$ cat config.mk
export PLATFORM = sky130hd
export DESIGN_NAME = fatr_router
export DESIGN_NICKNAME = d
export VERILOG_FILES = /design/src/rtl/fatr_pkg.sv /design/src/rtl/fatr_range_dec.sv /design/src/rtl/fatr_lane.sv /design/src/rtl/fatr_up_alloc.sv /design/src/rtl/fatr_router.sv
export SDC_FILE = /design/constraint.sdc
export NUM_CORES = 1
export LEC_CHECK = 0
export BUFFER_PORTS_ARGS = -buffer_cell sky130_fd_sc_hd__buf_4
export CELL_PAD_IN_SITES_DETAIL_PLACEMENT = 0
export CELL_PAD_IN_SITES_GLOBAL_PLACEMENT = 1
export CORE_AREA = 2 2 164 166
export DETAILED_ROUTE_END_ITERATION = 6
export DIE_AREA = 0 0 166 168
export PLACE_DENSITY = 0.74
export SLEW_MARGIN = 20
export SYNTH_ARGS = -nofsm -noshare
export SYNTH_HDL_FRONTEND = slang
export SYNTH_SLANG_ARGS = --single-unit
$ cat constraint.sdc
create_clock -name clk -period 3.1 [get_ports clk]
set_clock_uncertainty 0.15 [all_clocks]
set_input_delay 0.155 -clock clk [delete_from_list [all_inputs] [get_ports clk]]
set_output_delay 0.155 -clock clk [all_outputs]
set_load 0.005 [all_outputs]
$ cat src/rtl/fatr_pkg.sv
package fatr_pkg;
   typedef enum logic [1:0] {
      RT_LEFT  = 2'd0,
      RT_RIGHT = 2'd1,
      RT_UP    = 2'd2,
      RT_DROP  = 2'd3
   } route_e;
endpackage

$ cat src/rtl/fatr_range_dec.sv
module fatr_range_dec
   import fatr_pkg::*;
#(
   parameter int AW   = 6,
   parameter int ROW  = 2,
   parameter int COL  = 5,
   parameter int SIDE = 0   // 0 parent side, 1 left child, 2 right child
) (
   input  logic [AW-1:0] addr,
   output route_e        rt
);
   localparam int SPAN = 1 << ROW;
   localparam int BASE = (COL / SPAN) * SPAN;
   localparam int SPLT = BASE + SPAN / 2;
   localparam int LIM  = BASE + SPAN;
   localparam logic [AW:0] BASE_V = (AW+1)'(BASE);
   localparam logic [AW:0] SPLT_V = (AW+1)'(SPLT);
   localparam logic [AW:0] LIM_V  = (AW+1)'(LIM);

   logic [AW:0] a_ext;
   logic        ge_base, ge_splt, ge_lim;
   logic        in_lo, in_hi;

   assign a_ext   = {1'b0, addr};
   assign ge_base = (a_ext >= BASE_V);
   assign ge_splt = (a_ext >= SPLT_V);
   assign ge_lim  = (a_ext >= LIM_V);
   assign in_lo   = ge_base & ~ge_splt;
   assign in_hi   = ge_splt & ~ge_lim;

   generate
      if (SIDE == 0) begin : g_par
         always_comb begin
            if (in_lo)      rt = RT_LEFT;
            else if (in_hi) rt = RT_RIGHT;
            else            rt = RT_DROP;
         end
      end else if (SIDE == 1) begin : g_lc
         always_comb begin
            if (in_hi)      rt = RT_RIGHT;
            else if (in_lo) rt = RT_DROP;
            else            rt = RT_UP;
         end
      end else begin : g_rc
         always_comb begin
            if (in_lo)      rt = RT_LEFT;
            else if (in_hi) rt = RT_DROP;
            else            rt = RT_UP;
         end
      end
   endgenerate
endmodule

$ cat src/rtl/fatr_lane.sv
module fatr_lane
   import fatr_pkg::*;
#(
   parameter int AW   = 6,
   parameter int UW   = 2,
   parameter int ROW  = 2,
   parameter int COL  = 5,
   parameter int SIDE = 0
) (
   input  logic          clk,
   input  logic          rst_n,
   input  logic          vld,
   input  logic [AW-1:0] addr,
   input  logic          lst,
   input  logic [UW-1:0] grant,
   output route_e        eff_rt,
   output logic [UW-1:0] eff_up,
   output logic          hdr_up,
   output logic          held_up,
   output logic [UW-1:0] held_idx
);
   route_e        dec_rt;
   route_e        dir_q;
   logic          act_q;
   logic [UW-1:0] uidx_q;

   fatr_range_dec #(.AW(AW), .ROW(ROW), .COL(COL), .SIDE(SIDE)) u_dec (
      .addr (addr),
      .rt   (dec_rt)
   );

   always_ff @(posedge clk) begin
      if (!rst_n) begin
         act_q  <= 1'b0;
         dir_q  <= RT_DROP;
         uidx_q <= '0;
      end else if (vld) begin
         if (!act_q) begin
            if (!lst) begin
               act_q  <= 1'b1;
               dir_q  <= dec_rt;
               uidx_q <= grant;
            end
         end else if (lst) begin
            act_q <= 1'b0;
         end
      end
   end

   assign eff_rt   = act_q ? dir_q : dec_rt;
   assign eff_up   = act_q ? uidx_q : grant;
   assign hdr_up   = vld & ~act_q & (dec_rt == RT_UP);
   assign held_up  = act_q & (dir_q == RT_UP);
   assign held_idx = uidx_q;
endmodule

$ cat src/rtl/fatr_up_alloc.sv
module fatr_up_alloc #(
   parameter int NREQ = 4,
   parameter int NLNK = 4,
   parameter int UW   = 2
) (
   input  logic [NREQ-1:0] req,
   input  logic [NLNK-1:0] busy,
   output logic [UW-1:0]   gnt [NREQ]
);
   logic [NLNK-1:0] taken;
   logic            hit;

   always_comb begin
      taken = busy;
      hit   = 1'b0;
      for (int i = 0; i < NREQ; i++) begin
         gnt[i] = '0;
         hit    = 1'b0;
         if (req[i]) begin
            for (int j = 0; j < NLNK; j++) begin
               if (!hit && !taken[j]) begin
                  gnt[i]   = UW'(j);
                  taken[j] = 1'b1;
                  hit      = 1'b1;
               end
            end
         end
      end
   end
endmodule

$ cat src/rtl/fatr_router.sv
module fatr_router
   import fatr_pkg::*;
#(
   parameter int NC  = 2,
   parameter int FW  = 16,
   parameter int AW  = 6,
   parameter int ROW = 2,
   parameter int COL = 5
) (
   input  logic                     clk,
   input  logic                     rst_n,
   input  logic [2*NC-1:0]          par_i_vld,
   input  logic [2*NC-1:0][FW-1:0]  par_i_dat,
   input  logic [2*NC-1:0]          par_i_lst,
   input  logic [NC-1:0]            lc_i_vld,
   input  logic [NC-1:0][FW-1:0]    lc_i_dat,
   input  logic [NC-1:0]            lc_i_lst,
   input  logic [NC-1:0]            rc_i_vld,
   input  logic [NC-1:0][FW-1:0]    rc_i_dat,
   input  logic [NC-1:0]            rc_i_lst,
   output logic [2*NC-1:0]          up_o_vld,
   output logic [2*NC-1:0][FW-1:0]  up_o_dat,
   output logic [3*NC-1:0]          lt_o_vld,
   output logic [3*NC-1:0][FW-1:0]  lt_o_dat,
   output logic [3*NC-1:0]          rt_o_vld,
   output logic [3*NC-1:0][FW-1:0]  rt_o_dat
);
   localparam int NP   = 2 * NC;
   localparam int NCH  = 2 * NC;
   localparam int UW   = (NP > 1) ? $clog2(NP) : 1;
   localparam int SPAN = 1 << ROW;
   localparam int LIM  = (COL / SPAN) * SPAN + SPAN;

   generate
      if (NC < 1)          begin : g_bad_nc  $error("NC must be at least 1");       end
      if (ROW < 1)         begin : g_bad_row $error("ROW must be at least 1");      end
      if (FW < AW)         begin : g_bad_fw  $error("FW must hold the address");    end
      if (LIM > (1 << AW)) begin : g_bad_aw  $error("AW too narrow for the range"); end
   endgenerate

   route_e        par_rt  [NP];
   logic [UW-1:0] par_up  [NP];
   logic          par_hup [NP];
   logic          par_hld [NP];
   logic [UW-1:0] par_hix [NP];

   route_e          ch_rt  [NCH];
   logic [UW-1:0]   ch_up  [NCH];
   logic [NCH-1:0]  ch_req;
   logic            ch_hld [NCH];
   logic [UW-1:0]   ch_hix [NCH];
   logic [UW-1:0]   ch_gnt [NCH];
   logic [NP-1:0]   up_busy;

   genvar gi;
   generate
      for (gi = 0; gi < NP; gi++) begin : g_par
         fatr_lane #(.AW(AW), .UW(UW), .ROW(ROW), .COL(COL), .SIDE(0)) u_lane (
            .clk      (clk),
            .rst_n    (rst_n),
            .vld      (par_i_vld[gi]),
            .addr     (par_i_dat[gi][AW-1:0]),
            .lst      (par_i_lst[gi]),
            .grant    ('0),
            .eff_rt   (par_rt[gi]),
            .eff_up   (par_up[gi]),
            .hdr_up   (par_hup[gi]),
            .held_up  (par_hld[gi]),
            .held_idx (par_hix[gi])
         );
      end
      for (gi = 0; gi < NC; gi++) begin : g_lc
         fatr_lane #(.AW(AW), .UW(UW), .ROW(ROW), .COL(COL), .SIDE(1)) u_lane (
            .clk      (clk),
            .rst_n    (rst_n),
            .vld      (lc_i_vld[gi]),
            .addr     (lc_i_dat[gi][AW-1:0]),
            .lst      (lc_i_lst[gi]),
            .grant    (ch_gnt[gi]),
            .eff_rt   (ch_rt[gi]),
            .eff_up   (ch_up[gi]),
            .hdr_up   (ch_req[gi]),
            .held_up  (ch_hld[gi]),
            .held_idx (ch_hix[gi])
         );
      end
      for (gi = 0; gi < NC; gi++) begin : g_rc
         fatr_lane #(.AW(AW), .UW(UW), .ROW(ROW), .COL(COL), .SIDE(2)) u_lane (
            .clk      (clk),
            .rst_n    (rst_n),
            .vld      (rc_i_vld[gi]),
            .addr     (rc_i_dat[gi][AW-1:0]),
            .lst      (rc_i_lst[gi]),
            .grant    (ch_gnt[NC+gi]),
            .eff_rt   (ch_rt[NC+gi]),
            .eff_up   (ch_up[NC+gi]),
            .hdr_up   (ch_req[NC+gi]),
            .held_up  (ch_hld[NC+gi]),
            .held_idx (ch_hix[NC+gi])
         );
      end
   endgenerate

   // links held by packets already in flight
   always_comb begin
      up_busy = '0;
      for (int k = 0; k < NCH; k++)
         if (ch_hld[k]) up_busy[ch_hix[k]] = 1'b1;
   end

   fatr_up_alloc #(.NREQ(NCH), .NLNK(NP), .UW(UW)) u_alloc (
      .req  (ch_req),
      .busy (up_busy),
      .gnt  (ch_gnt)
   );

   always_comb begin
      up_o_vld = '0;
      up_o_dat = '0;
      lt_o_vld = '0;
      lt_o_dat = '0;
      rt_o_vld = '0;
      rt_o_dat = '0;
      for (int p = 0; p < NP; p++) begin
         if (par_i_vld[p]) begin
            case (par_rt[p])
               RT_LEFT: begin
                  lt_o_vld[p] = 1'b1;
                  lt_o_dat[p] = par_i_dat[p];
               end
               RT_RIGHT: begin
                  rt_o_vld[p] = 1'b1;
                  rt_o_dat[p] = par_i_dat[p];
               end
               default: ;
            endcase
         end
      end
      for (int c = 0; c < NC; c++) begin
         if (lc_i_vld[c]) begin
            case (ch_rt[c])
               RT_RIGHT: begin
                  rt_o_vld[NP+c] = 1'b1;
                  rt_o_dat[NP+c] = lc_i_dat[c];
               end
               RT_UP: begin
                  up_o_vld[ch_up[c]] = 1'b1;
                  up_o_dat[ch_up[c]] = lc_i_dat[c];
               end
               default: ;
            endcase
         end
         if (rc_i_vld[c]) begin
            case (ch_rt[NC+c])
               RT_LEFT: begin
                  lt_o_vld[NP+c] = 1'b1;
                  lt_o_dat[NP+c] = rc_i_dat[c];
               end
               RT_UP: begin
                  up_o_vld[ch_up[NC+c]] = 1'b1;
                  up_o_dat[ch_up[NC+c]] = rc_i_dat[c];
               end
               default: ;
            endcase
         end
      end
   end
endmodule

Word level (Yosys, flattened, before mapping)

Cells that the tools add are included.

Register bits after elaboration: 32
Bits of input ports: 146
Output and inout port bits: 272

Order comparisons: 40
Eq/ne operators: 18
Multiplexer cells: 183
Bitwise gates (word level): 67
Reduce and logical (&&, ||, !) cells: 58

Operators with widths:

| kind               | count |
|---|---|
| $mux 64            | 8 |
| $mux 16            | 28 |
| $bwmux 64          | 3 |
| $demux 16 s2       | 4 |
| $ge 6x3->1 const B | 16 |
| $mux 1             | 81 |
| $mux 2             | 36 |
| $and 64x64->64     | 1 |
| $mux 4             | 15 |
| $ge 6x4->1 const B | 8 |
| $not 1->1          | 32 |
| $and 1x1->1        | 28 |
| $eq 2x2->1 const B | 12 |
| $logic_not 1->1    | 24 |
| $lt 2x3->1 const B | 8 |
| $or 4x4->4         | 6 |
| $reduce_and 3->1   | 8 |
| $logic_and 1x1->1  | 20 |
| $demux 1 s2        | 8 |
| $ge 2x1->1 const B | 8 |
| $eq 2x1->1 const B | 6 |
| $logic_not 2->1    | 6 |

Depth between registers and ports, before layout

Word-level depth: 75
Mapped depth: 13

Cells and area by module

A second synthesis with hierarchy kept.

Cells, all modules: 976
Area total of the unflattened synthesis: 7040.5 µm²

Modules (own cells, without submodules):

| module                                     | instances | cells an instance | area an instance (µm²) |
|---|---|---|---|
| fatr_router                                | 1         | 669               | 4181.5 |
| fatr_lane                                  | 8         | 29                | 282.8 |
| fatr_up_alloc                              | 1         | 57                | 406.6 |
| fatr_range_dec (g_par[0].u_lane.u_dec ...) | 4         | 2                 | 20.0 |
| fatr_range_dec (g_lc[0].u_lane.u_dec ...)  | 2         | 2                 | 27.5 |
| fatr_range_dec (g_rc[0].u_lane.u_dec ...)  | 2         | 3                 | 27.5 |

Worst setup path after synthesis

No wires, ideal clock.

Path kind: reg-to-output
Start: register g_rc[0].u_lane.uidx_q[0]
End: output up_o_dat[54] in the netlist's numbering
Data arrival time: 2868 ps
Data required time: 2795 ps
Path slack: -73 ps
Cell stages (with the launch flop): 13
Cell sequence: dfxtp_1 and3b_1 buf_6 nor2b_4 or4_4 buf_6 a221oi_2 o311ai_1 o221a_1 or3_1 buf_6 buf_8 mux2_4

RTL lines:

| what                     | RTL line          | text |
|---|---|---|
| start: declaration       | fatr_lane.sv:25   | `logic [UW-1:0] uidx_q;` |
| start signal: assignment | fatr_lane.sv:42   | `uidx_q <= grant;` |
| end: declaration         | fatr_router.sv:22 | `output logic [2*NC-1:0][FW-1:0] up_o_dat,` |

==> impl_metrics.toml <==
[floorplan]
initial_core_util_pct = 23.9
io_pins = 418
dieWidth_um = 166
die_h_um = 168
die_area_um2 = 27900
num_rows = 60
coreArea_um2 = 26400

[placed_design]
dp_hpwl_um = 29400
place_ws_ps = -171
port_buffers = 417
placed_area_um2 = 10700
place_congestion = 0.929

[detailed_routing]
post_drt_wl_per_cell_um = 20.9
drc = 0
vias = 9545
drtIter0Drc = 650
finalWirelength_um = 37200
first_pass_iters = 5
vias_per_cell = 5.37
detail-route-antenna-nets = 0

[synthesis]
synth-xor-area-share_pct = 0.139
syn_nets = 1065
synth_mux_area_share_pct = 12.8
seq_area_frac_synth_pct = 10.2
ys_warn_count = 0
synthDistinctLibCells = 76
synth_edf_count = 0
synth_simple_gate_area_share_pct = 45.6
synth_compound_area_share_pct = 24.5
ys_ff_latch = 32
netlist_area_um2 = 6280
ys_async_sr_fraction_pct = 0
syn_avg_cell_area_um2 = 6.84
synth_top_family_by_area = "simple AND/OR/NAND/NOR gates"
synth-adder-area-share_pct = 0.159
synth_ff_type = "dfxtp_1"
syn_inst = 919

[critical_path]
cp.required_ps = 2790
cp.depth = 11
crit_type = "reg2out"
r2r-end = "g_rc[1].u_lane.held_idx[0]"
cpMaxStageDelayCell = "o41a_1"
path_cells = "buf_6 > nand4b_1 > nor2_1 > or4_1 > buf_6 > xnor2_4 > o41a_1 > a211o_1 > buf_12 > mux2_1 > buf_4"
start_kind = "flop"
worstPathArrival_ps = 3140
path_delay_family = "compound AO/OA/AOI/OAI gates"
crit_path_start = "g_lc[0].u_lane.held_idx[0]"
cpMostUsedCell = "buf_6"
reg2reg_from = "g_lc[0].u_lane.held_idx[0]"
worstPathMaxFanout = 17
worst-path-buf-inv = 4
reg2reg_depth = 11
ff2ff_setup_slack_ps = 490
endpoint_kind = "output pin"
critPathMaxStageDelay_ps = 490

[final_layout]
layout.nets = 1581
drive_gt1_share_pct = 52.2
diodes = 0
fin_area_um2 = 11900
area_delta_synth_final_pct = 89.3

[pwr]
p_per_area_nw_per_um2 = 196
leakage_nw = 6.06
vdd_drop_max_v = 0.000162

[sta]
max_slew.worst_pin.slew_ps = 735
rsz0062_at_grt = "yes"
fin_ws_ps = -342
slew_headroom_pct = 51.0
drv_slew = 0
fmax_mhz = 291
min_period_over_period_pct = 111
fin_hold_ws_ps = 17.4
hold_viol = 0
finalSetupViolCount = 68
post-route-min-period_ps = 3440

[clock_network]
clk_latency_ps = 270
cts.path.max_buffers = 2
cts_buffers = 5
cts_sinks = 32
root_buffer = "clkbuf_16"
htree_levels = 2
clkTransAtPathRegs_ps = 50
cts_tree = "done"

[global_route]
track_usage_pct = 24.7
grt_max_degree = 34
grt_pass1_vias = 9175
grt.overflow.total = 0
antenna_found_initial = 0
grt_first_pass_wirelength_um = 54700

[run_status]
violations = "setup timing"
status = "finished with violations"

[hold_path]
holdPathEnd = "g_par[3].u_lane.act_q"
whs_path_depth = 3
worstHoldPathType = "in2reg"
hold_start = "par_i_lst[3]"

[flow_run]
drv_cap = 0
## flip-flops by register name, indices dropped and copies added (netlist names)
| register | cells |
|---|---|
| g_par.u_lane.dir_q | 8 |
| g_lc.u_lane.held_idx | 4 |
| g_par.u_lane.act_q | 4 |
| g_rc.u_lane.act_q | 2 |
| g_lc.u_lane.dir_q | 4 |
| g_lc.u_lane.act_q | 2 |
| g_rc.u_lane.dir_q | 4 |
| g_rc.u_lane.held_idx | 4 |
## report_power, final
group / internal, mW / switching (mW)
Combinational: 0.694 / 0.625
Clock: 0.378 / 0.178
Sequential: 0.437 / 0.0225
Total: 1.51 / 0.826
## layer usage
metal	track usage [%]	vias up	part of all wire, %	routed length [um]
li1	-	4461	-	-
met1	26.5	4487	36	13500
met2	45.5	500	51	18800
met3	4.33	97	6.8	2520
met4	14.3	0	6.3	2350
met5	0	-	0	0
## worst register-to-register path, delay by kind of cell, from the launching register on
kind	cells	cell delay [ps]
buffers and inverters	4	570
DFF	1	320
xor gates and xnor gates	1	140
and+or+nand+nor	4	740
AOI/OAI and AO/OA	2	580
## cells in the final DEF (no fill, tap or decap), types with 13 or more instances in the layout
cell,n
a21oi_1,53
a22oi_1,16
a31oi_1,33
a31oi_2,14
a41oi_1,16
and2_1,105
and3_1,113
buf_12,14
buf_4,518
buf_6,53
dfxtp_1,18
dfxtp_2,14
mux2_2,23
mux2_4,39
nand2_1,88
nand3_1,28
nand4_1,34
nor2_1,53
nor2b_1,13
o211ai_1,13
o21ai_0,18
## kinds of logic (layout without fill, tap and decap cells)
| kind of cell | after synthesis | count (layout) |
|---|---|---|
| AND/OR/NAND/NOR | 501 | 501 |
| AO/OA/AOI/OAI | 221 | 222 |
| buffers and inverters | 94 | 610 |
| multiplexers | 69 | 69 |
| flip-flops | 32 | 32 |
| adder cells (fa/ha/maj) | 1 | 1 |
| XOR/XNOR | 1 | 1 |
## cells in the mapped netlist (3+ instances only)
cell type | n | share of area [%]
mux2i_1 | 5 | 0.80
nand4b_1 | 3 | 0.42
mux2_1 | 11 | 2.0
nor3_1 | 9 | 0.72
o21a_1 | 3 | 0.36
o22ai_1 | 5 | 0.50
a22oi_1 | 17 | 2.0
and2_1 | 107 | 11
mux2_4 | 9 | 2.2
nor2b_1 | 13 | 1.3
buf_6 | 3 | 0.54
or3b_2 | 6 | 0.84
a21oi_1 | 56 | 4.5
and3_1 | 113 | 11
or3_1 | 3 | 0.30
nor4b_1 | 5 | 0.70
a41oi_1 | 16 | 2.2
nand3b_1 | 9 | 1.1
nor2_1 | 56 | 3.3
nand2b_1 | 6 | 0.60
nand4_1 | 34 | 3.4
o211ai_1 | 13 | 1.6
mux2_2 | 44 | 7.9
o21ai_0 | 19 | 1.5
clkbuf_1 | 66 | 3.9
buf_4 | 3 | 0.36
o211a_1 | 9 | 1.4
buf_2 | 12 | 0.96
dfxtp_1 | 32 | 10
inv_1 | 8 | 0.48
a21boi_0 | 7 | 0.84
a31oi_1 | 48 | 4.8
nand2_1 | 88 | 5.3
nand3_1 | 29 | 2.3
## stage by stage
step / utilization, % / total power [mW] / cells / TNS (ps)
floorplan: - / 0.896 / 919 / -596
global placement: 40.6 / 1.57 / 1735 / -5930
detailed placement: 40.6 / 1.57 / 1735 / -6600
CTS: 43.9 / 2.28 / 1770 / -16780
global route: 45.1 / 2.45 / 1777 / -24900
finish: 45.1 / 2.33 / 1777 / -19090
## worst max path at each step
stage / slack, ps / endpoint
6_report: -340 / up_o_dat[47]
5_1_grt: -430 / up_o_dat[48]
4_1_cts: -320 / up_o_dat[57]
3_5_place_dp: -170 / up_o_dat[47]
3_3_place_gp: -170 / up_o_dat[38]
2_1_floorplan: -40 / up_o_dat[23]
## cell type report
cell class              instances  area [um^2]
clock buffers                   6          129
clock inverters                 2         35.0
fillers                      2672        14500
inverters                       8         30.0
multi-input cells             794         5750
flip-flops and latches         32          658
well taps                     341          427
repair buffers                594         4870
## timing repair
action,4_1_cts,5_1_grt
endpoints found under the setup margin,68,68
hold endpoints to repair,5,0
resized for setup,104,65
gates cloned,1,3
setup buffers,20,5
pin swaps,7,14
hold buffers,7,0
Power figures use the tool's default switching activity.
